File: src/rtl/ps_cfg_pkg.sv
package ps_cfg_pkg;

  typedef enum logic [2:0] {
    ST_IDLE,
    ST_PULSE,
    ST_WAIT,
    ST_STREAM,
    ST_TRAIL,
    ST_CHECK
  } ld_state_t;

  // strobes from control to datapath
  typedef struct packed {
    logic loadJob;   // capture chunk count
    logic pulseArm;  // load timer with request pulse length
    logic waitArm;   // load timer with handshake timeout, record status level
    logic streamEn;  // allow byte intake
    logic trailArm;  // start trailing clocks
    logic report;    // latch target levels on report outputs
  } ld_strobe_t;

endpackage

File: src/rtl/ps_cfg_sync.sv
module ps_cfg_sync #(
  parameter int W = 1,
  parameter logic [W-1:0] RST_VAL = '0
) (
  input  logic         clk,
  input  logic         rstN,
  input  logic [W-1:0] d,
  output logic [W-1:0] q
);
  logic [W-1:0] stage1;
  logic [W-1:0] stage2;

  always_ff @(posedge clk or negedge rstN) begin
    if (!rstN) begin
      stage1 <= RST_VAL;
      stage2 <= RST_VAL;
    end else begin
      stage1 <= d;
      stage2 <= stage1;
    end
  end

  assign q = stage2;
endmodule

File: src/rtl/ps_cfg_datapath.sv
module ps_cfg_datapath
  import ps_cfg_pkg::*;
#(
  parameter int PULSE_CYCLES   = 1000,
  parameter int STATUS_TIMEOUT = 5000,
  parameter int TRAIL_CLOCKS   = 8,
  parameter int CHUNK_BYTES    = 256,
  parameter int CHUNK_W        = 8
) (
  input  logic               clk,
  input  logic               rstN,
  input  ld_strobe_t         st,
  input  logic [CHUNK_W-1:0] chunkCount,
  input  logic               inValid,
  input  logic [7:0]         inData,
  output logic               inReady,
  input  logic               tgtStatusN,
  input  logic               tgtCfgDone,
  input  logic               tgtInitDone,
  output logic               serClk,
  output logic               serData,
  output logic               tmrZero,
  output logic               statChanged,
  output logic               bytesDone,
  output logic               clkIdle,
  output logic               cfgDoneS,
  output logic               rptCfgDone,
  output logic               rptInitDone,
  output logic               rptStatusN
);
  localparam int TMAX  = (PULSE_CYCLES > STATUS_TIMEOUT) ? PULSE_CYCLES : STATUS_TIMEOUT;
  localparam int TW    = $clog2(TMAX + 1);
  localparam int CMAX  = (TRAIL_CLOCKS > 8) ? TRAIL_CLOCKS : 8;
  localparam int CW    = $clog2(CMAX + 1);
  localparam int BLOG  = $clog2(CHUNK_BYTES);
  localparam int BW    = CHUNK_W + BLOG;

  // synchronised target levels: {status, init-done, config-done}
  logic [2:0] tgtRaw;
  logic [2:0] tgtSync;
  assign tgtRaw = {tgtStatusN, tgtInitDone, tgtCfgDone};

  ps_cfg_sync #(.W(3), .RST_VAL(3'b100)) u_sync (
    .clk  (clk),
    .rstN (rstN),
    .d    (tgtRaw),
    .q    (tgtSync)
  );

  logic statusS;
  assign statusS  = tgtSync[2];
  assign cfgDoneS = tgtSync[0];

  // shared timer for request pulse and handshake timeout
  logic [TW-1:0] tmr;
  always_ff @(posedge clk or negedge rstN) begin
    if (!rstN)              tmr <= '0;
    else if (st.pulseArm)   tmr <= TW'(PULSE_CYCLES - 1);
    else if (st.waitArm)    tmr <= TW'(STATUS_TIMEOUT - 1);
    else if (tmr != '0)     tmr <= tmr - 1'b1;
  end
  assign tmrZero = (tmr == '0);

  // status level recorded when the request is released
  logic statRef;
  always_ff @(posedge clk or negedge rstN) begin
    if (!rstN)            statRef <= 1'b1;
    else if (st.waitArm)  statRef <= statusS;
  end
  assign statChanged = (statusS != statRef);

  // remaining byte count
  logic [BW-1:0] byteLeft;
  logic          take;
  assign bytesDone = (byteLeft == '0);

  // serial shifter
  logic [7:0]    shReg;
  logic [CW-1:0] clkLeft;
  logic          clkReg;
  logic          dataReg;
  assign clkIdle = (clkLeft == '0);
  assign inReady = st.streamEn && clkIdle && !bytesDone;
  assign take    = inReady && inValid;

  always_ff @(posedge clk or negedge rstN) begin
    if (!rstN)            byteLeft <= '0;
    else if (st.loadJob)  byteLeft <= BW'(chunkCount) << BLOG;
    else if (take)        byteLeft <= byteLeft - 1'b1;
  end

  always_ff @(posedge clk or negedge rstN) begin
    if (!rstN) begin
      shReg   <= '0;
      clkLeft <= '0;
      clkReg  <= 1'b0;
      dataReg <= 1'b0;
    end else if (take) begin
      shReg   <= inData;
      clkLeft <= CW'(8);
      clkReg  <= 1'b0;
      dataReg <= inData[0];
    end else if (st.trailArm) begin
      shReg   <= '0;
      clkLeft <= CW'(TRAIL_CLOCKS);
      clkReg  <= 1'b0;
      dataReg <= 1'b0;
    end else if (clkLeft != '0) begin
      if (!clkReg) begin
        clkReg <= 1'b1;
      end else begin
        clkReg  <= 1'b0;
        clkLeft <= clkLeft - 1'b1;
        shReg   <= {1'b0, shReg[7:1]};
        dataReg <= shReg[1];
      end
    end
  end

  assign serClk  = clkReg;
  assign serData = dataReg;

  // report latches
  always_ff @(posedge clk or negedge rstN) begin
    if (!rstN) begin
      rptCfgDone  <= 1'b0;
      rptInitDone <= 1'b0;
      rptStatusN  <= 1'b0;
    end else if (st.report) begin
      rptCfgDone  <= tgtSync[0];
      rptInitDone <= tgtSync[1];
      rptStatusN  <= tgtSync[2];
    end
  end
endmodule

File: src/rtl/ps_cfg_ctrl.sv
module ps_cfg_ctrl
  import ps_cfg_pkg::*;
(
  input  logic       clk,
  input  logic       rstN,
  input  logic       start,
  input  logic       tmrZero,
  input  logic       statChanged,
  input  logic       bytesDone,
  input  logic       clkIdle,
  input  logic       cfgDoneS,
  output ld_strobe_t st,
  output logic       cfgReqN,
  output logic       tgtResetN,
  output logic       busy,
  output logic       done,
  output logic       error
);
  ld_state_t state;
  ld_state_t nxt;
  logic      failNow;

  always_comb begin
    st      = '0;
    nxt     = state;
    failNow = 1'b0;
    unique case (state)
      ST_IDLE: begin
        if (start) begin
          st.loadJob  = 1'b1;
          st.pulseArm = 1'b1;
          nxt         = ST_PULSE;
        end
      end
      ST_PULSE: begin
        if (tmrZero) begin
          st.waitArm = 1'b1;
          nxt        = ST_WAIT;
        end
      end
      ST_WAIT: begin
        // a status change has priority over the expiring timeout
        if (statChanged) begin
          nxt = ST_STREAM;
        end else if (tmrZero) begin
          st.report = 1'b1;
          failNow   = 1'b1;
          nxt       = ST_IDLE;
        end
      end
      ST_STREAM: begin
        st.streamEn = 1'b1;
        if (bytesDone && clkIdle) begin
          st.trailArm = 1'b1;
          nxt         = ST_TRAIL;
        end
      end
      ST_TRAIL: begin
        if (clkIdle) nxt = ST_CHECK;
      end
      ST_CHECK: begin
        st.report = 1'b1;
        failNow   = !cfgDoneS;
        nxt       = ST_IDLE;
      end
      default: nxt = ST_IDLE;
    endcase
  end

  always_ff @(posedge clk or negedge rstN) begin
    if (!rstN) begin
      state     <= ST_IDLE;
      cfgReqN   <= 1'b1;
      tgtResetN <= 1'b0;
      done      <= 1'b0;
      error     <= 1'b0;
    end else begin
      state <= nxt;
      if (st.pulseArm) begin
        cfgReqN   <= 1'b0;
        tgtResetN <= 1'b0;
        done      <= 1'b0;
        error     <= 1'b0;
      end
      if (st.waitArm) cfgReqN <= 1'b1;
      if (st.report) begin
        done  <= 1'b1;
        error <= failNow;
        if (state == ST_CHECK && cfgDoneS) tgtResetN <= 1'b1;
      end
    end
  end

  assign busy = (state != ST_IDLE);
endmodule

File: src/rtl/ps_cfg_loader.sv
module ps_cfg_loader
  import ps_cfg_pkg::*;
#(
  parameter int PULSE_CYCLES   = 1000,
  parameter int STATUS_TIMEOUT = 5000,
  parameter int TRAIL_CLOCKS   = 8,
  parameter int CHUNK_BYTES    = 256,  // power of two
  parameter int CHUNK_W        = 8
) (
  input  logic               clk,
  input  logic               rstN,
  input  logic               start,
  input  logic [CHUNK_W-1:0] chunkCount,
  input  logic               inValid,
  input  logic [7:0]         inData,
  output logic               inReady,
  output logic               cfgReqN,
  input  logic               tgtStatusN,
  output logic               serClk,
  output logic               serData,
  input  logic               tgtCfgDone,
  input  logic               tgtInitDone,
  output logic               tgtResetN,
  output logic               busy,
  output logic               done,
  output logic               error,
  output logic               rptCfgDone,
  output logic               rptInitDone,
  output logic               rptStatusN
);
  ld_strobe_t st;
  logic tmrZero, statChanged, bytesDone, clkIdle, cfgDoneS;

  ps_cfg_ctrl u_ctrl (
    .clk         (clk),
    .rstN        (rstN),
    .start       (start),
    .tmrZero     (tmrZero),
    .statChanged (statChanged),
    .bytesDone   (bytesDone),
    .clkIdle     (clkIdle),
    .cfgDoneS    (cfgDoneS),
    .st          (st),
    .cfgReqN     (cfgReqN),
    .tgtResetN   (tgtResetN),
    .busy        (busy),
    .done        (done),
    .error       (error)
  );

  ps_cfg_datapath #(
    .PULSE_CYCLES   (PULSE_CYCLES),
    .STATUS_TIMEOUT (STATUS_TIMEOUT),
    .TRAIL_CLOCKS   (TRAIL_CLOCKS),
    .CHUNK_BYTES    (CHUNK_BYTES),
    .CHUNK_W        (CHUNK_W)
  ) u_dp (
    .clk         (clk),
    .rstN        (rstN),
    .st          (st),
    .chunkCount  (chunkCount),
    .inValid     (inValid),
    .inData      (inData),
    .inReady     (inReady),
    .tgtStatusN  (tgtStatusN),
    .tgtCfgDone  (tgtCfgDone),
    .tgtInitDone (tgtInitDone),
    .serClk      (serClk),
    .serData     (serData),
    .tmrZero     (tmrZero),
    .statChanged (statChanged),
    .bytesDone   (bytesDone),
    .clkIdle     (clkIdle),
    .cfgDoneS    (cfgDoneS),
    .rptCfgDone  (rptCfgDone),
    .rptInitDone (rptInitDone),
    .rptStatusN  (rptStatusN)
  );
endmodule

File: config.mk
export PLATFORM = sky130hd
export DESIGN_NAME = ps_cfg_loader
export DESIGN_NICKNAME = d
export VERILOG_FILES = /design/src/rtl/ps_cfg_pkg.sv /design/src/rtl/ps_cfg_sync.sv /design/src/rtl/ps_cfg_datapath.sv /design/src/rtl/ps_cfg_ctrl.sv /design/src/rtl/ps_cfg_loader.sv
export SDC_FILE = /design/constraint.sdc
export NUM_CORES = 1
export LEC_CHECK = 0
export BUFFER_PORTS_ARGS = -buffer_cell sky130_fd_sc_hd__clkbuf_2
export CAP_MARGIN = 25
export CORE_ASPECT_RATIO = 1.75
export CORE_UTILIZATION = 58
export CTS_CLUSTER_DIAMETER = 200
export DETAILED_ROUTE_END_ITERATION = 8
export MAX_ROUTING_LAYER = met4
export PLACE_DENSITY = 0.89
export SETUP_SLACK_MARGIN = 0.15
export SLEW_MARGIN = 30
export SYNTH_ARGS = -nofsm -noshare
export SYNTH_HDL_FRONTEND = slang
export SYNTH_SLANG_ARGS = --single-unit
File: constraint.sdc
create_clock -name clk -period 2.63 [get_ports clk]
set_input_delay 0.1315 -clock clk [delete_from_list [all_inputs] [get_ports clk]]
set_output_delay 0.1315 -clock clk [all_outputs]
set_load 0.01 [all_outputs]
==> results.json, run 1 <==
{
  "firstDrtPassIters": 4,
  "drtIter0Drc": 76,
  "tightest_slew_ps": 842,
  "cts_tree": "built",
  "power_leakage_uw": 0.00160,
  "wl_per_cell_um": 16.1,
  "synthFlopType": "dfrtp_1",
  "antenna_cells": 0,
  "clkLatencyLatePin_ps": 340,
  "drtAntennaViolNets": 0,
  "ioPinCount": 34,
  "startpoint_type": "flip-flop",
  "numCtsBuffers": 9,
  "crit_fanout": 4,
  "r2r-start": "u_dp.tmr[0]",
  "startpoint": "u_dp.tmr[0]",
  "postSynthCellCount": 298,
  "cts_post_setup_buffers_inserted": 0,
  "initial_core_util": 0.598,
  "vdd_drop_max_mv": 0.436,
  "die_h_um": 96.3,
  "post_synth_instance_area_mm2": 0.00295,
  "cp-end-kind": "flip-flop",
  "drc": 0,
  "clock_path_buffers": 2,
  "finalCritPeriodShare": 0.901,
  "rsz0062_at_grt": "yes",
  "rr_endpoint": "u_dp.tmr[10]",
  "p_per_area_mw_per_mm2": 487,
  "ys_async_sr_fraction": 1.00,
  "setup_violations": 0,
  "whs_path_depth": 3,
  "ys_ff_latch": 59,
  "status": "finished clean",
  "max-slew-margin-rel": 0.439,
  "grt_pass1_wl_um": 10500,
  "rrSetupSlack_ps": 260,
  "pre_cts_ws_ps": 67.5,
  "area_growth_pct": 15.9,
  "p_sw_frac": 0.225,
  "grt_usage": 0.267,
  "maxCapViolCount": 0,
  "syn_nets": 324,
  "critPathArrivalTime_ps": 2630,
  "hold_start": "chunkCount[0]",
  "final_common_cell": "dfrtp_1",
  "routed_wl_um": 6450,
  "clkPwrFrac": 0.422,
  "dp.cells": 381,
  "grt_start_max_net_pins": 35,
  "final_cell_mix": "55 x dfrtp_1, 36 x nand2_1, 33 x clkbuf_2",
  "fp.coreArea_mm2": 0.00493,
  "combPwrFrac": 0.028,
  "skew_ps": 8.73,
  "slew_viol_final": 0,
  "yosysWarnings": 0,
  "die_area_mm2": 0.00538,
  "max_freq_mhz": 422,
  "vias_per_cell": 6.05,
  "vias": 2427,
  "r2r_cells": 7,
  "root_buffer": "clkbuf_8",
  "overflow": 0,
  "layout_min_cycle_time_ps": 2370,
  "finalHoldViolCount": 0,
  "cts.sinks": 59,
  "p_sw_uw": 374,
  "min_path_type": "input port to flip-flop",
  "ys_seq_area_frac": 0.502,
  "antenna_found_initial": 0,
  "ys_types": 52,
  "avgSynthCellArea_um2": 9.90,
  "critPathRequiredTime_ps": 2890,
  "internal_power_uw": 1290,
  "path_clk_slew_ps": 60,
  "place_congestion": 0.822,
  "synth-edff-count": 0,
  "layout_setup_ws_ps": 261,
  "nets": 369,
  "layout-drive-gt1-share": 0.219,
  "die_w_um": 55.9,
  "crit_type": "flip-flop to flip-flop",
  "min_to": "u_dp.byteLeft[8]",
  "htree_levels": 3,
  "seq_power_share": 0.550,
  "numPortBuffers": 33,
  "setup-tns-final_ps": 0,
  "grt_pass1_vias": 2380,
  "hpwl_um": 4540,
  "fin_cells": 401,
  "row_count": 34
}
## registers in the layout, summed over array words and instances (netlist names), 3 cells and up
| name | cells |
|---|---|
| u_dp.u_sync.stage1 | 3 |
| u_dp.tmr | 13 |
| u_dp.byteLeft | 16 |
| u_dp.clkLeft | 4 |
| u_dp.shReg | 8 |
| u_dp.u_sync.q | 3 |
| u_ctrl.state | 3 |
## through the flow
stage / util / power (uW) / hold WS, ps / area [um^2]
floorplan: - / 936 / -164 / 2950
global placement: 0.646 / 975 / 219 / 3190
detailed placement: 0.646 / 975 / 220 / 3190
CTS: 0.689 / 1680 / 0.488 / 3400
global route: 0.693 / 1720 / 14.7 / 3420
finish: 0.693 / 1670 / 5.07 / 3420
## cell families (layout without fill, tap and decap cells)
logic type,count (synthesis),after routing,share of synthesized area
AOI/OAI and AO/OA,54,54,0.123
xor gates and xnor gates,18,18,0.0535
adders and majority gates,3,3,0.0127
buffers and inverters,23,72,0.0322
DFF,59,59,0.502
muxes,10,10,0.0361
and+or+nand+nor,131,131,0.240
## synthesized netlist by cell type (3+ instances only)
master     number  area, um^2
xnor2_1        16         140
inv_1          11        41.3
nor2b_1         4        25.0
nand2_1        37         139
o21ai_0        17        85.1
a21oi_1        14        70.1
nor3_1         10        50.1
and2_1          3        18.8
or3_1           7        43.8
clkbuf_1        6        22.5
mux2i_1         8        80.1
nor2_1         22        82.6
nand3_1        10        50.1
nor4_1          8        50.1
and3_1          3        18.8
or4_1           4        30.0
ha_1            3        37.5
or3b_2          3        26.3
a2bb2oi_1       7        61.3
nand2b_1        4        25.0
dfstp_2         4         105
buf_2           4        20.0
dfrtp_1        55        1380
## timing repair
action	4_1_cts	5_1_grt
hold buffers	5	0
gates resized for setup	1	5
hold endpoints to repair	32	0
setup endpoints to repair	7	25
## layout make-up
type,instances,area [um^2]
multi-input cells,216,1390
inverters,11,41.3
clock buffers,12,145
fillers,377,1520
well taps,54,67.6
repair buffers,46,275
clock inverters,3,15.0
flip-flops and latches,59,1480
## critical path: stages (launching register included)
cell,delay [ps]
dfrtp_1,420
inv_2,100
ha_2,210
or3b_2,500
or2_1,280
or3_1,330
or3_1,330
a21oi_1,130
## layer usage
layer | GRT usage | vias to the layer above | share of wire
met5 | - | - | 0
met4 | 0.163 | 0 | 0.024
met3 | 0.0712 | 15 | 0.035
met2 | 0.448 | 64 | 0.54
met1 | 0.281 | 1192 | 0.40
li1 | - | 1156 | -
## worst max-delay path by stage
| stage | endpoint | slack, ps |
|---|---|---|
| finish | u_dp.tmr[10] | 260 |
| global route | u_dp.shReg[5] | 160 |
| CTS | u_dp.shReg[5] | 170 |
| detailed placement | u_dp.shReg[5] | 70 |
| global placement | u_dp.shReg[6] | 240 |
| floorplan | u_dp.byteLeft[4] | 410 |
## power groups by stage
stage	clock network [uW]	logic [uW]	registers, uW
3_3_place_gp	0	42.2	933
3_5_place_dp	0	42.6	933
2_1_floorplan	0	4.06	932
6_report	702	47.1	916
5_1_grt	750	54.6	916
4_1_cts	710	48.8	916
Note: power is estimated with default switching activity, not from simulation.
==> inputs of run 2 (changes only) <==
--- a/config.mk
+++ b/config.mk
@@ -13,6 +13,7 @@
 export DETAILED_ROUTE_END_ITERATION = 8
 export MAX_ROUTING_LAYER = met4
 export PLACE_DENSITY = 0.89
+export REMOVE_ABC_BUFFERS = 1
 export SETUP_SLACK_MARGIN = 0.15
 export SLEW_MARGIN = 30
 export SYNTH_ARGS = -nofsm -noshare
==> run 2 against run 1 <==
  * Maximum frequency up 2.2%
  * Critical endpoint unchanged
  * Largest power group unchanged
  * Worst hold slack better by 8.0 ps
  * Via count shrank 0.82%
==> results.json, run 2 (same netlist as run 1, synthesis figures left out) <==
{
  "multi_input_area_mm2": 0.00140,
  "firstDrtPassIters": 4,
  "drtIter0Drc": 65,
  "layout-drive-gt1-share": 0.217,
  "root_buffer": "clkbuf_8",
  "routed_wl_um": 6340,
  "overflow": 0,
  "htree_levels": 3,
  "grt_pass1_vias": 2433,
  "whs_ps": 13.1,
  "final-seq-area_mm2": 0.00148,
  "slew_viol_final": 0,
  "largestRegisters": "u_dp.byteLeft: 16 flops, u_dp.tmr: 13 flops, u_dp.shReg: 8 flops",
  "die_w_um": 55.9,
  "hold_start": "chunkCount[4]",
  "clock_path_buffers": 2,
  "path_clk_slew_ps": 60,
  "final_common_cell": "dfrtp_1",
  "fp.coreArea_mm2": 0.00493,
  "critPathArrivalTime_ps": 2570,
  "startpoint_type": "flip-flop",
  "cp-end-kind": "flip-flop",
  "largest_reg_flops": 16,
  "clkLatencyLatePin_ps": 340,
  "setup-tns-final_ps": 0,
  "crit_type": "flip-flop to flip-flop",
  "grt_start_max_net_pins": 40,
  "skew_ps": 5.80,
  "cts_post_setup_buffers_inserted": 0,
  "numCtsBuffers": 9,
  "place_congestion": 0.837,
  "wl_per_cell_um": 15.7,
  "r2r_cells": 7,
  "top_register": "u_dp.byteLeft",
  "row_count": 34,
  "vias": 2407,
  "dp.cells": 379,
  "power_leakage_uw": 0.00162,
  "rr_endpoint": "u_dp.tmr[10]",
  "grt_pass1_wl_um": 10600,
  "drtAntennaViolNets": 0,
  "combPwrFrac": 0.028,
  "drc": 0,
  "final_cell_mix": "55 x dfrtp_1, 36 x nand2_1, 33 x clkbuf_2",
  "die_h_um": 96.3,
  "grt_usage": 0.268,
  "initial_core_util": 0.598,
  "numPortBuffers": 33,
  "rrSetupSlack_ps": 310,
  "min_path_type": "input port to flip-flop",
  "whs_path_depth": 3,
  "vdd_drop_max_mv": 0.618,
  "p_per_area_mw_per_mm2": 509,
  "p_sw_frac": 0.213,
  "max_freq_mhz": 432,
  "antenna_found_initial": 0,
  "ioPinCount": 34,
  "seq_power_share": 0.517,
  "fill_cells": 374,
  "fin_cells": 404,
  "tightest_slew_ps": 546,
  "critPathRequiredTime_ps": 2880,
  "post-route-cell-area_mm2": 0.00348,
  "finalHoldViolCount": 0,
  "detailed_place.area_mm2": 0.00317,
  "p_sw_uw": 378,
  "vias_per_cell": 5.96,
  "clkPwrFrac": 0.455,
  "internal_power_uw": 1390,
  "layout_min_cycle_time_ps": 2320,
  "maxCapViolCount": 0,
  "area_growth_pct": 18.1,
  "hpwl_um": 4460,
  "r2r-start": "u_dp.tmr[0]",
  "setup_violations": 0,
  "rsz0062_at_grt": "no",
  "max-slew-margin-rel": 0.635,
  "status": "finished clean",
  "die_area_mm2": 0.00538,
  "cts.sinks": 59,
  "min_to": "u_dp.byteLeft[12]",
  "crit_fanout": 4,
  "antenna_cells": 0,
  "cts_tree": "built",
  "finalCritPeriodShare": 0.881,
  "finish.utilization": 0.706,
  "nets": 371
}
run 2: final cells by class:
| type | instances | share of cell area |
|---|---|---|
| multi-input combinational | 216 | 0.401 |
| clock inverter | 5 | 0.0151 |
| tap | 54 | 0.0194 |
| inverter | 11 | 0.0119 |
| clock buffer | 11 | 0.0406 |
| timing repair buffer | 48 | 0.0862 |
| sequential | 59 | 0.425 |
run 2: routing by layer:
| layer | GRT usage | vias up | share of wire |
|---|---|---|---|
| met1 | 0.286 | 1181 | 0.39 |
| met5 | - | - | 0 |
| met4 | 0.140 | 0 | 0.027 |
| met3 | 0.0739 | 15 | 0.035 |
| li1 | - | 1158 | - |
| met2 | 0.457 | 53 | 0.55 |
run 2: critical path, stage by stage (launching register included):
cell and delay, ps:
dfrtp_1 410, inv_1 110, ha_2 220, or3b_4 410
or2_4 250, or3_1 340, or3_1 330, a21oi_1 150
run 2: what timing repair did:
action	CTS	global route
hold buffers	8	1
resized for setup	2	5
endpoints found under the hold margin	27	1
pin swaps	0	1
endpoints found under the setup margin	8	23
run 2: how the worst max path moves through the flow:
stage	startpoint	to	depth (start not counted)
6_report	u_dp.tmr[0]	u_dp.tmr[10]	7
5_1_grt	u_dp.tmr[0]	u_dp.tmr[10]	7
4_1_cts	u_dp.byteLeft[0]	u_dp.shReg[5]	7
3_5_place_dp	u_dp.byteLeft[0]	u_dp.shReg[5]	7
3_3_place_gp	u_dp.byteLeft[0]	u_dp.shReg[6]	7
2_1_floorplan	u_dp.byteLeft[0]	u_dp.shReg[6]	7
run 2: power by group through the flow:
stage | Combinational (uW) | Sequential [uW] | Clock, uW
floorplan | 4.06 | 932 | 0
global placement | 39.9 | 933 | 0
detailed placement | 40.9 | 933 | 0
CTS | 50.4 | 916 | 821
global route | 57.3 | 916 | 862
finish | 49.9 | 916 | 806
run 2: metrics by stage:
step	setup WS [ps]	power, uW
floorplan	70.8	936
global route	225	1840
detailed placement	99.8	974
global placement	210	972
CTS	114	1790
finish	313	1770
